File: config.mk
export PLATFORM = sky130hd
export DESIGN_NAME = spi_flag_ctrl
export DESIGN_NICKNAME = d
export VERILOG_FILES = /design/src/rtl/spi_flag_pkg.sv /design/src/rtl/spi_cfg_regs.sv /design/src/rtl/spi_rx_flags.sv /design/src/rtl/spi_fault_tx.sv /design/src/rtl/spi_flag_ctrl.sv
export SDC_FILE = /design/constraint.sdc
export NUM_CORES = 1
export LEC_CHECK = 0
export BUFFER_PORTS_ARGS = -buffer_cell sky130_fd_sc_hd__clkbuf_2
export CORE_ASPECT_RATIO = 1.5
export CORE_MARGIN = 2
export CORE_UTILIZATION = 40
export CTS_CLUSTER_SIZE = 12
export DETAILED_ROUTE_END_ITERATION = 12
export MAX_ROUTING_LAYER = met4
export PLACE_DENSITY = 0.67
export SETUP_SLACK_MARGIN = 0.15
export SKIP_CTS_REPAIR_TIMING = 1
export SLEW_MARGIN = 15
export SYNTH_ARGS = -nofsm -noshare
export SYNTH_HDL_FRONTEND = slang
export SYNTH_HIERARCHICAL = 1
export SYNTH_SLANG_ARGS = --single-unit
File: constraint.sdc
create_clock -name clk -period 1.9 [get_ports clk]
set_input_delay 0.19 -clock clk [delete_from_list [all_inputs] [get_ports clk]]
set_output_delay 0.19 -clock clk [all_outputs]
set_load 0.005 [all_outputs]
File: src/rtl/spi_flag_pkg.sv
package spi_flag_pkg;
    localparam int BYTE_W = 8;
    localparam int BAUD_W = 2;
    localparam int CTRL_W = 4;

    typedef enum logic [1:0] {
        REG_CTRL = 2'd0,
        REG_STAT = 2'd1,
        REG_DATA = 2'd2,
        REG_NONE = 2'd3
    } reg_sel_e;

    typedef struct packed {
        logic txie;
        logic rxie;
        logic master;
        logic enable;
    } ctrl_t;

    typedef struct packed {
        logic              errie;
        logic              mfen;
        logic [BAUD_W-1:0] baud;
    } stat_cfg_t;

    typedef struct packed {
        logic rxf;
        logic ovr;
        logic modf;
        logic txe;
    } flags_t;

    function automatic logic [BYTE_W-1:0] pack_status(flags_t f, stat_cfg_t c);
        return {f.rxf, c.errie, f.ovr, f.modf, f.txe, c.mfen, c.baud};
    endfunction

    function automatic logic [BYTE_W-1:0] pack_ctrl(ctrl_t c);
        return {{(BYTE_W-CTRL_W){1'b0}}, c};
    endfunction
endpackage

File: src/rtl/spi_cfg_regs.sv
module spi_cfg_regs
    import spi_flag_pkg::*;
(
    input  logic              clk,
    input  logic              rst,
    input  logic              wr_ctrl,
    input  logic              wr_stat,
    input  logic [BYTE_W-1:0] wdata,
    output ctrl_t             ctrl_q,
    output stat_cfg_t         cfg_q,
    output logic              part_rst
);
    // partial reset acts on the same edge that drops the enable
    assign part_rst = wr_ctrl ? ~wdata[0] : ~ctrl_q.enable;

    always_ff @(posedge clk) begin
        if (rst) begin
            ctrl_q <= '0;
            cfg_q  <= '0;
        end else begin
            if (wr_ctrl)
                ctrl_q <= ctrl_t'(wdata[CTRL_W-1:0]);
            if (wr_stat)
                cfg_q <= '{errie: wdata[6], mfen: wdata[2], baud: wdata[BAUD_W-1:0]};
        end
    end
endmodule

File: src/rtl/spi_rx_flags.sv
module spi_rx_flags
    import spi_flag_pkg::*;
(
    input  logic              clk,
    input  logic              rst,
    input  logic              part_rst,
    input  logic              rd_stat,
    input  logic              rd_data,
    input  logic              rx_done,
    input  logic [BYTE_W-1:0] rx_byte,
    output logic              rxf,
    output logic              ovr,
    output logic [BYTE_W-1:0] rx_data
);
    logic rxf_arm, ovr_arm;
    logic rxf_clr, ovr_clr, accept, overrun;

    assign rxf_clr = rd_data & rxf_arm;
    assign ovr_clr = rd_data & ovr_arm;
    assign accept  = rx_done & (~rxf | rxf_clr);
    assign overrun = rx_done & rxf & ~rxf_clr;

    always_ff @(posedge clk) begin
        if (rst || part_rst) begin
            rxf     <= 1'b0;
            ovr     <= 1'b0;
            rxf_arm <= 1'b0;
            ovr_arm <= 1'b0;
        end else begin
            if (rd_stat) begin
                rxf_arm <= rxf;
                ovr_arm <= ovr;
            end else if (rd_data) begin
                rxf_arm <= 1'b0;
                ovr_arm <= 1'b0;
            end

            if (rx_done)
                rxf <= 1'b1;
            else if (rxf_clr)
                rxf <= 1'b0;

            if (overrun)
                ovr <= 1'b1;
            else if (ovr_clr)
                ovr <= 1'b0;
        end
    end

    always_ff @(posedge clk) begin
        if (rst)
            rx_data <= '0;
        else if (accept && !part_rst)
            rx_data <= rx_byte;
    end
endmodule

File: src/rtl/spi_fault_tx.sv
module spi_fault_tx
    import spi_flag_pkg::*;
(
    input  logic              clk,
    input  logic              rst,
    input  logic              part_rst,
    input  logic              mode_chk,
    input  logic              ss_n,
    input  logic              rd_stat,
    input  logic              wr_ctrl,
    input  logic              wr_data,
    input  logic              tx_load,
    input  logic [BYTE_W-1:0] wdata,
    output logic              modf,
    output logic              txe,
    output logic [BYTE_W-1:0] tx_byte
);
    logic modf_arm;
    logic fault;

    assign fault = mode_chk & ~ss_n;

    always_ff @(posedge clk) begin
        if (rst || part_rst) begin
            modf     <= 1'b0;
            modf_arm <= 1'b0;
            txe      <= 1'b1;
        end else begin
            if (rd_stat)
                modf_arm <= modf;
            else if (wr_ctrl)
                modf_arm <= 1'b0;

            if (fault)
                modf <= 1'b1;
            else if (wr_ctrl && modf_arm)
                modf <= 1'b0;

            // a fresh write waits in the holding register even if the old byte moves now
            if (wr_data)
                txe <= 1'b0;
            else if (tx_load)
                txe <= 1'b1;
        end
    end

    always_ff @(posedge clk) begin
        if (rst)
            tx_byte <= '0;
        else if (wr_data && !part_rst)
            tx_byte <= wdata;
    end
endmodule

File: src/rtl/spi_flag_ctrl.sv
module spi_flag_ctrl
    import spi_flag_pkg::*;
(
    input  logic              clk,
    input  logic              rst,
    input  logic [1:0]        cpu_addr,
    input  logic              cpu_rd,
    input  logic              cpu_wr,
    input  logic [BYTE_W-1:0] cpu_wdata,
    output logic [BYTE_W-1:0] cpu_rdata,
    input  logic              rx_done,
    input  logic [BYTE_W-1:0] rx_byte,
    input  logic              tx_load,
    output logic [BYTE_W-1:0] tx_byte,
    input  logic              ss_n,
    output logic [BAUD_W-1:0] baud_sel,
    output logic              irq
);
    reg_sel_e          sel;
    logic              rd_stat, rd_data, wr_ctrl, wr_stat, wr_data;
    logic              part_rst, mode_chk;
    ctrl_t             ctrl_q;
    stat_cfg_t         cfg_q;
    flags_t            flg;
    logic [BYTE_W-1:0] rx_data;

    assign sel     = reg_sel_e'(cpu_addr);
    assign rd_stat = cpu_rd & (sel == REG_STAT);
    assign rd_data = cpu_rd & (sel == REG_DATA);
    assign wr_ctrl = cpu_wr & (sel == REG_CTRL);
    assign wr_stat = cpu_wr & (sel == REG_STAT);
    assign wr_data = cpu_wr & (sel == REG_DATA);

    spi_cfg_regs u_cfg (
        .clk      (clk),
        .rst      (rst),
        .wr_ctrl  (wr_ctrl),
        .wr_stat  (wr_stat),
        .wdata    (cpu_wdata),
        .ctrl_q   (ctrl_q),
        .cfg_q    (cfg_q),
        .part_rst (part_rst)
    );

    spi_rx_flags u_rx (
        .clk      (clk),
        .rst      (rst),
        .part_rst (part_rst),
        .rd_stat  (rd_stat),
        .rd_data  (rd_data),
        .rx_done  (rx_done),
        .rx_byte  (rx_byte),
        .rxf      (flg.rxf),
        .ovr      (flg.ovr),
        .rx_data  (rx_data)
    );

    assign mode_chk = ctrl_q.enable & ctrl_q.master & cfg_q.mfen;

    spi_fault_tx u_ftx (
        .clk      (clk),
        .rst      (rst),
        .part_rst (part_rst),
        .mode_chk (mode_chk),
        .ss_n     (ss_n),
        .rd_stat  (rd_stat),
        .wr_ctrl  (wr_ctrl),
        .wr_data  (wr_data),
        .tx_load  (tx_load),
        .wdata    (cpu_wdata),
        .modf     (flg.modf),
        .txe      (flg.txe),
        .tx_byte  (tx_byte)
    );

    always_comb begin
        unique case (sel)
            REG_CTRL: cpu_rdata = pack_ctrl(ctrl_q);
            REG_STAT: cpu_rdata = pack_status(flg, cfg_q);
            REG_DATA: cpu_rdata = rx_data;
            default:  cpu_rdata = '0;
        endcase
    end

    assign baud_sel = cfg_q.baud;
    assign irq = (flg.rxf & ctrl_q.rxie) | (flg.txe & ctrl_q.txie)
               | ((flg.ovr | flg.modf) & cfg_q.errie);
endmodule

==> results.toml <==
[placed_design]
place_hpwl_um = 2400
gp_congestion = 0.763
placement.io_buffers = 43
place_area_sq_mm = 0.00168
preCtsSetupSlack_ns = 0.0192

[yosys]
synth_nets = 169
ys_seq_area_share_pct = 43.4
synth.avg_cell_area_sq_um = 9.93
async_flop_share_pct = 0
synth_edf_count = 0
ys_types = 25
netlist_instances = 144
ys_ff_latch = 31
synth_ff_type = "dfxtp_1"
yosysWarnings = 6
syn_area_sq_mm = 0.00143

[floorplanning]
std_cell_rows = 26
core_sq_mm = 0.00342
die_width_um = 52.8
io_pins = 44
die-area_sq_mm = 0.00408
die_h_um = 77.2
start_util_pct = 41.9

[drt]
viasPerCell = 5.12
ant_nets = 0
drtPass1Iterations = 4
routed_wirelength_um = 3200
vias = 1187
wl_per_cell_um = 13.8
drtIter0Drc = 15
drt_drc_violations_left = 0

[job]
maxCapViolCount = 0

[critical_path]
worstPathCellList = "clkbuf_2 -> and2b_4 -> and2_1 -> a21boi_2 -> nor3b_2 -> mux2i_1"
crit_type = "in2reg"
crit_slowest_cell = "nor3b_2"
critPathTopFamily = "simple AND/OR/NAND/NOR gates"
critical_path_buf_inv_count = 1
rrSetupSlack_ns = 0.30
worstSetupStartpointType = "input pin"
end_kind = "register"
critical_path_depth = 6
crit_fanout = 8
arrival_ns = 1.82
worstRegToRegCells = 3
critPathMaxStageDelay_ns = 0.71
crit_required_ns = 2.11

[power]
p_sw_uw = 322
p_leak_nw = 0.727
p_per_area_mw_per_mm2 = 773
p_int_mw = 1.05
p_comb_share_pct = 9.2
clkPwrFrac_pct = 42.1
ir_worst_vdd_mv = 0.576
p_seq_share_pct = 48.7
swShare_pct = 23.4

[cts]
cts_max_level = 2
clk_path_buf_depth = 2
cts.clk_slew.worst_paths_ns = 0.07
insertion_delay_ns = 0.29
cts-root-buf = "clkbuf_8"
cts_buffers = 5
cts.sinks = 31
cts_tree = "done"

[layout]
diodes = 0
finalNetCount = 214
drive_gt1_share_pct = 35.8
areaGrowthSynthToFinish_pct = 24.6
fin_area_sq_mm = 0.00178

[sta]
holdWs_ns = 0.136
period_minus_slack_ns = 1.60
setup_viol = 0
maxSlewHeadroom_pct = 41.9
tightest_slew_ns = 0.868
tns_ns = 0
grt_setup_unrepaired = "no"
skew_ns = 0.00434
finalHoldViolCount = 0
fin_crit_sh_pct = 84.3
slew_violations = 0
max_freq_mhz = 624
layout_setup_ws_ns = 0.298

[min_path]
hold_depth = 3
min_path_type = "in2reg"

[global_routing]
track_usage_pct = 18.4
grt_max_degree = 40
grt_pass1_vias = 1173
grtUsageMet2_pct = 28.4
gr-total-overflow = 0
grt_util_met3_pct = 5.84
top_usage_layer = "met2"
grt_pass1_wl_um = 5410
use_met1_pct = 21.6
antenna_found_initial = 0

[outcome]
status = "complete, no violations"
==> cell usage in the layout, fill, tap and decap left out <==
cell type / count
o21ai_0: 2
and2b_4: 1
nor3b_2: 1
nor2b_2: 1
nor3b_1: 4
clkbuf_2: 43
o2bb2ai_1: 4
a21oi_1: 4
mux2i_1: 27
and2_1: 2
and2_2: 2
and3_1: 1
mux2i_4: 1
nor2b_1: 1
a21boi_2: 1
nor3_1: 6
buf_4: 5
nand2b_1: 16
nor2b_4: 1
clkinvlp_4: 1
clkbuf_8: 7
a22o_2: 4
a22oi_1: 2
nor2_1: 19
dfxtp_1: 31
nand2_1: 3
==> cell families after synthesis <==
kind of cell / Yosys count / share of synthesized area [%]
mux: 28 / 19.6
simple gates: 58 / 22.9
compound gates: 17 / 9.19
flops: 31 / 43.4
buf+inv: 10 / 4.90
==> tightest hold or removal path, delay by kind of cell <==
kind / cells / cell delay [ns]
buffers and inverters: 1 / 0.08
and+or+nand+nor: 1 / 0.07
muxes: 1 / 0.05
==> sequential cells by signal (all words and copies together), names as in the netlist <==
name,count
u_ftx/txe,1
u_rx/ovr,1
u_rx/rxf,1
u_ftx/modf_arm,1
u_rx/rx_data,8
u_cfg/cfg_q,4
u_rx/rxf_arm,1
u_rx/ovr_arm,1
u_ftx/tx_byte,8
u_cfg/ctrl_q,4
u_ftx/modf,1
==> final timing paths <==
kind | start | endpoint
max | cpu_addr[0] | u_rx/rx_data[0]$_SDFFE_PP0P_
min | cpu_wdata[5] | u_ftx/tx_byte[5]$_SDFFE_PP0P_
max reg2reg | u_cfg/ctrl_q[0]$_SDFFE_PP0P_ | u_rx/rx_data[0]$_SDFFE_PP0P_
min reg2reg | u_rx/rx_data[6]$_SDFFE_PP0P_ | u_rx/rx_data[6]$_SDFFE_PP0P_
==> routing by layer <==
layer  wire length [um]  vias to the layer above
li1                   -                      582
met1               1330                      558
met2               1660                       39
met3                156                        8
met4                 59                        0
met5                  0                        -
==> metrics by stage <==
stage          std cells  total power, mW  utilization, %
6_report             232             1.38            52.2
2_1_floorplan        144            0.760               -
5_1_grt              232             1.44            52.2
3_5_place_dp         224            0.812            49.1
3_3_place_gp         224            0.809            49.1
4_1_cts              232             1.40            52.2
==> cells in the mapped netlist (3+ instances only) <==
cell type,count,area share [%]
clkbuf_1,3,0.79
a22o_2,4,2.8
buf_6,4,3.1
mux2i_1,28,20
nand2_1,3,0.79
nor3_1,6,2.1
o2bb2ai_1,4,2.4
nor3b_1,4,2.1
nor2_1,19,5.0
nand2b_1,16,7.0
a21oi_1,4,1.4
dfxtp_1,31,43
==> power by group through the flow <==
stage | combinational (mW) | sequential [mW] | clock (mW)
6_report | 0.127 | 0.671 | 0.580
5_1_grt | 0.140 | 0.671 | 0.630
4_1_cts | 0.128 | 0.670 | 0.600
3_5_place_dp | 0.127 | 0.685 | 0
3_3_place_gp | 0.124 | 0.685 | 0
2_1_floorplan | 0.0774 | 0.682 | 0
==> final cells by class <==
type | instances | area, sq um
fillers | 341 | 1630
multi-input cells | 103 | 752
flip-flops and latches | 31 | 621
repair buffers | 48 | 253
clock buffers | 7 | 96.3
well taps | 42 | 52.6
clock inverters | 1 | 7.51
No activity file was read; power rests on OpenSTA's default activity.
